$ cat src/rtl/boot_start_sel.sv
module boot_start_sel #(
  parameter logic [7:0] INIT_MODE = 8'hFF,
  parameter logic [7:0] INIT_PAGE = 8'hFC,
  parameter logic [7:0] ERASED    = 8'hFF
) (
  input  logic        clk,
  input  logic        rst,
  input  logic        strap_fetch_n,
  input  logic        strap_sel_a,
  input  logic        strap_sel_b,
  input  logic        strap_ext,
  input  logic        strap_latch,
  input  logic        cmd_valid,
  input  logic [1:0]  cmd_op,
  input  logic [7:0]  cmd_data,
  output logic [15:0] start_addr,
  output logic        start_valid,
  input  logic [15:0] dec_addr,
  output logic [2:0]  dec_block,
  output logic        dec_boot_rom
);

  localparam logic [1:0] OP_MODE  = 2'b01;
  localparam logic [1:0] OP_PAGE  = 2'b10;
  localparam logic [1:0] OP_ERASE = 2'b11;

  logic [7:0]  mode_q = INIT_MODE;
  logic [7:0]  page_q = INIT_PAGE;
  logic        rst_q  = 1'b0;
  logic [15:0] addr_q = 16'h0000;
  logic        vld_q;

  wire release_now = rst_q && !rst;
  wire strap_force = !strap_fetch_n && strap_sel_a && strap_sel_b && strap_ext && strap_latch;
  wire use_page    = (mode_q != 8'h00) || strap_force;
  wire cmd_live    = cmd_valid && !rst;

  always_ff @(posedge clk) begin
    rst_q <= rst;
    if (cmd_live) begin
      case (cmd_op)
        OP_MODE:  mode_q <= mode_q & cmd_data;
        OP_PAGE:  page_q <= page_q & cmd_data;
        OP_ERASE: begin
          mode_q <= ERASED;
          page_q <= ERASED;
        end
        default: ;
      endcase
    end
    if (release_now) addr_q <= use_page ? {page_q, 8'h00} : 16'h0000;
  end

  always_ff @(posedge clk) begin
    if (rst) vld_q <= 1'b0;
    else     vld_q <= release_now;
  end

  assign start_addr  = addr_q;
  assign start_valid = vld_q;

  always_comb begin
    if (dec_addr[15:14] == 2'b11) dec_block = 3'd4;
    else if (dec_addr[15])        dec_block = 3'd3;
    else if (dec_addr[14])        dec_block = 3'd2;
    else if (dec_addr[13])        dec_block = 3'd1;
    else                          dec_block = 3'd0;
  end

  assign dec_boot_rom = (dec_addr[15:10] == 6'b111111);

  a_r4_single_pulse: assert property (@(posedge clk) disable iff (rst)
    start_valid |=> !start_valid);

  a_r4_after_release: assert property (@(posedge clk) disable iff (rst)
    start_valid |-> $past(rst, 2));

  a_r4_addr_holds: assert property (@(posedge clk) disable iff (rst)
    !start_valid |-> $stable(start_addr));

  a_r2_low_byte_zero: assert property (@(posedge clk) disable iff (rst)
    start_valid |-> (start_addr[7:0] == 8'h00));

  a_r5_erase_both: assert property (@(posedge clk) disable iff (rst)
    $past(cmd_live && cmd_op == OP_ERASE) |-> (mode_q == ERASED && page_q == ERASED));

  a_r6_clear_only: assert property (@(posedge clk) disable iff (rst)
    $past(!(cmd_live && cmd_op == OP_ERASE)) |->
      ((mode_q & ~$past(mode_q)) == 8'h00 && (page_q & ~$past(page_q)) == 8'h00));

  a_r7_reset_blocks: assert property (@(posedge clk)
    $past(rst) |-> ($stable(mode_q) && $stable(page_q)));

  always_comb begin
    a_r10_rom_in_top_block: assert (!dec_boot_rom || dec_block == 3'd4);
  end

endmodule

$ cat config.mk
export PLATFORM = sky130hd
export DESIGN_NAME = boot_start_sel
export DESIGN_NICKNAME = d
export VERILOG_FILES = /design/src/rtl/boot_start_sel.sv
export SDC_FILE = /design/constraint.sdc
export NUM_CORES = 1
export LEC_CHECK = 0
export BUFFER_PORTS_ARGS = -buffer_cell sky130_fd_sc_hd__buf_2
export CAP_MARGIN = 30
export CORE_MARGIN = 1.5
export CORE_UTILIZATION = 50
export CTS_BUF_LIST = sky130_fd_sc_hd__clkbuf_4
export CTS_CLUSTER_DIAMETER = 120
export DETAILED_ROUTE_END_ITERATION = 8
export PLACE_DENSITY = 0.95
export SYNTH_ARGS = -nofsm -noshare
export SYNTH_HDL_FRONTEND = slang
export SYNTH_SLANG_ARGS = --single-unit
$ cat constraint.sdc
create_clock -name clk -period 3.3 [get_ports clk]
set_clock_uncertainty 0.1 [all_clocks]
set_input_delay 0.495 -clock clk [delete_from_list [all_inputs] [get_ports clk]]
set_output_delay 0.495 -clock clk [all_outputs]
set_load 0.01 [all_outputs]
After elaboration in Yosys (flattened, before gate mapping)
Cells that the tools add are included.
Storage, ports and cells
  memories: 0
  bits of input ports: 34
  bits in registers: 34
  latch bits: 0
  output and inout port bits: 21
  word-level logic and storage cells: 33
  bits in writable memories: 0
  memory bits (read-only): 0
Cells by class
  multipliers: 0
  shift operators: 0
  order comparisons: 0
  mux-type cells: 6
  reductions and logical operators: 14
  equal/unequal tests: 5
  $add $sub $neg: 0
  div/mod/pow operators: 0
  bitwise operators: 2
Operator list (count)
  case mux 8 bit (2 select lines): 2
  AND 8 bit: 2
  nonzero test 8 bit: 1
  equality test 2 bit, second input constant: 3
  equality test 6 bit, second input constant: 1
  logical AND 1 bit: 6
  2-to-1 mux 2 bit: 2
  AND reduction 2 bit: 2
  nonzero test 2 bit: 2
  2-to-1 mux 3 bit: 1
  equality test 2 x 1 -> 1 bit, second input constant: 1
  zero test 1 bit: 2
  logical OR 1 bit: 1
  2-to-1 mux 1 bit: 1

Longest topological paths before layout
  word-level depth: 6
  depth in mapped cells: 3
  mapped depth without buffers: 3

Worst setup path before layout
Ideal clock, no wire load.
  kind: in2out
  from: input dec_addr[14]
  to: output dec_boot_rom
  stages: 3
  arrival time: 0.931 ns
  buffers on the path: 0
  setup slack: 1.774 ns
  cells stage by stage: ha_1 nand2_1 nor2_1
Between the ends
  word-level cells in the longest chain between the ends: 1
Ends and longest elaborated chain
  start, declared: line 18  | input logic [15:0] dec_addr,
  equality test 6 bit: line 70  | assign dec_boot_rom = (dec_addr[15:10] == 6'b111111);
  end, declared: line 20  | output logic dec_boot_rom
No other way between the ends.

Worst setup path after layout
  from: input dec_addr[14]
  to: output dec_block[1]
Between the ends
  word-level cells in the longest chain between the ends: 3
Ends and longest elaborated chain
  2-to-1 mux 2 bit: line 65  | else if (dec_addr[14]) dec_block = 3'd2;
  2-to-1 mux 2 bit: line 64  | else if (dec_addr[15]) dec_block = 3'd3;
  2-to-1 mux 3 bit *: line 63  | if (dec_addr[15:14] == 2'b11) dec_block = 3'd4;
  end, declared: line 19  | output logic [2:0] dec_block,
Every way passes the cells marked *; elsewhere a longest branch is shown, timed or not.

==> flow_summary.ini <==
[synth]
ys_types = 16
synth_area_leaders = edfxtp_1, nand2_1, buf_4, and2_1, dfxtp_1
synth_area_leader_cell = edfxtp_1
syn_inst = 92
synth_top_area_share_pct = 64.2
seq_area_frac_synth_pct = 67.8
yosys_warnings = 0
mappedNetlistArea_sq_um = 1120
synth_seq_cells = 26
syn-mean-instance-area_sq_um = 12.2

[route]
drc = 0
vias = 759
drtAntennaViolNets = 0
wl_microns = 1950
drtIter0Drc = 18
vias_per_cell = 4.83
first_pass_iters = 4
wl_per_cell_microns = 12.4

[timing]
fin_tns_setup_ns = 0
max_freq_ghz = 0.614
fin_crit_ns = 1.63
maxSlewHeadroom_pct = 56.5
worst_slew_pin_slew_ns = 0.652
hold_viol = 0
setup-violations-final = 0
finalMaxSlewViolations = 0
finalCritPeriodShare_pct = 49.4
rsz0062_at_grt = no

[finish]
mostFrequentLayoutCells = buf_2, nand2_1, edfxtp_1
final_layout_size_suffix_gt1_share_pct = 32.3
diodes = 0
area_growth_pct = 18.1
layout_commonest_cell = buf_2
regArea_sq_um = 761
multiInputGateArea_sq_um = 324
fill_cells = 159
nets = 166
final_cell_area_sq_um = 1330

[clocking]
numCtsBuffers = 3
clkSlewWorstSetupHoldPaths_ns = 0.13
cts_buffer_depth = 2
cts_tree = yes
post_cts_buffers = 0
htreeDepth = 1
cts_resized = 0
clkLatencyLatePin_ns = 0.32
cts_hold_buffers = 0
root_buffer = clkbuf_4
cts_sinks = 26

[die]
start_util_pct = 55.0
dieArea_sq_um = 2540
core_region_area_sq_um = 2040
io_pins = 55
rows = 16
die_h_microns = 50.4
die_w_microns = 50.4

[status]
outcome = finished, final reports clean

[global_routing]
grt_max_degree = 17
grt_use_total_pct = 18.2
grt_pass1_vias = 763
grt_antenna_before_repair = 0
grt_pass1_wl_microns = 3360
grt_overflow = 0

[critical_path]
cp.required_ns = 2.70
cp_max_fo = 2
critPathBufInv = 2
critPathSlowestCell = ha_1
crit_type = primary input to output pin
cp_common_cell = buf_2
cp_top_family = adder cells
startpoint_type = primary input
critPathMaxStageDelay_ns = 0.29
crit_chain = buf_2 -> ha_1 -> buf_2
cp_data_arrival_time_ns = 1.03
setup.worst_path.end_class = output pin

[run]
max_cap_viol_count = 0

[hold_path]
min_path_type = primary input to register

[power]
pwr-share-comb_pct = 9.6
peakVddDrop_mv = 0.241
switching_share_pct = 22.7
power_density_nw_per_um2 = 430
p_leak_nw = 0.601
power.internal_uw = 440
net-switching-power_uw = 129
p_clk_share_pct = 23.9
power_frac_seq_pct = 66.4

[placement]
port_buffers = 36
dp_hpwl_microns = 1540
dpl_cell_area_sq_um = 1300
gp_congestion = 0.698
[worst register-to-register path: stages, from the launching register on]
cell,delay (ns)
edfxtp_1,0.43
nor4_2,0.37
o211ai_2,0.21
and2_1,0.20
[Yosys cell counts]
cell,n
ha_1,1
nand3b_1,1
nand3_1,1
and2_1,8
buf_4,8
nor2_1,3
and3b_1,2
nor4_2,1
nand2_1,35
clkbuf_1,1
dfxtp_1,2
edfxtp_1,24
nor4_4,1
nor2b_1,2
conb_1,1
o211ai_2,1
[layer usage]
layer | GRT usage, % | up-vias | share of wire, %
met3 | 2.98 | 5 | 6.2
met5 | 0 | - | 0
met2 | 32.5 | 37 | 53
met1 | 20.2 | 345 | 39
li1 | - | 372 | -
met4 | 11.3 | 0 | 2.0
[area by class of cell]
| cell class | instances | area share, % |
|---|---|---|
| Clock buffer | 3 | 1.70 |
| Clock inverter | 1 | 0.283 |
| Multi-Input combinational cell | 64 | 24.5 |
| Sequential cell | 26 | 57.4 |
| Tap cell | 27 | 2.55 |
| Timing Repair Buffer | 36 | 13.6 |
[path summary, 6_finish.rpt]
check / from / end / slack [ns] / cells after the start
setup / recovery: dec_addr[14] / dec_block[1] / 1.67 / 3
hold / removal: rst / rst_q$_DFF_P_ / 0.23 / 1
setup reg to reg: mode_q[6]$_SDFFCE_PN1P_ / start_addr[12]$_SDFFCE_PN0P_ / 1.75 / 3
hold reg to reg: rst_q$_DFF_P_ / start_valid$_SDFF_PP0_ / 0.42 / 1
[sequential cells by signal, summed over array words and instances, names as in the netlist]
name,cells
rst_q,1
start_addr,8
page_q,8
start_valid,1
mode_q,8
[through the flow]
| step | total power, mW | setup WS (ns) | hold slack [ns] | std cells | util, % |
|---|---|---|---|---|---|
| after detailed placement | 0.441 | 1.66 | 0.394 | 153 | 63.6 |
| final | 0.570 | 1.67 | 0.230 | 157 | 64.9 |
| after global placement | 0.436 | 1.70 | 0.340 | 153 | 63.6 |
| after floorplan | 0.420 | 1.77 | 0.330 | 99 | - |
| after global routing | 0.598 | 1.62 | 0.208 | 157 | 64.9 |
| after CTS | 0.570 | 1.67 | 0.231 | 157 | 64.9 |
[cell families after synthesis]
family / Yosys count / synth area share [%]
buffers and inverters: 9 / 5.69
adders and majority gates: 1 / 1.11
other: 1 / 0.334
DFF: 26 / 67.8
AOI/OAI and AO/OA: 1 / 1.11
and+or+nand+nor: 54 / 24.0
[power groups by stage]
stage	Sequential (mW)	Clock [mW]	Combinational (mW)
2_1_floorplan	0.387	0	0.0331
3_3_place_gp	0.385	0	0.0511
3_5_place_dp	0.386	0	0.0547
4_1_cts	0.378	0.137	0.0553
5_1_grt	0.379	0.157	0.0620
6_report	0.378	0.136	0.0549
Note: power is estimated with default switching activity, not from simulation.
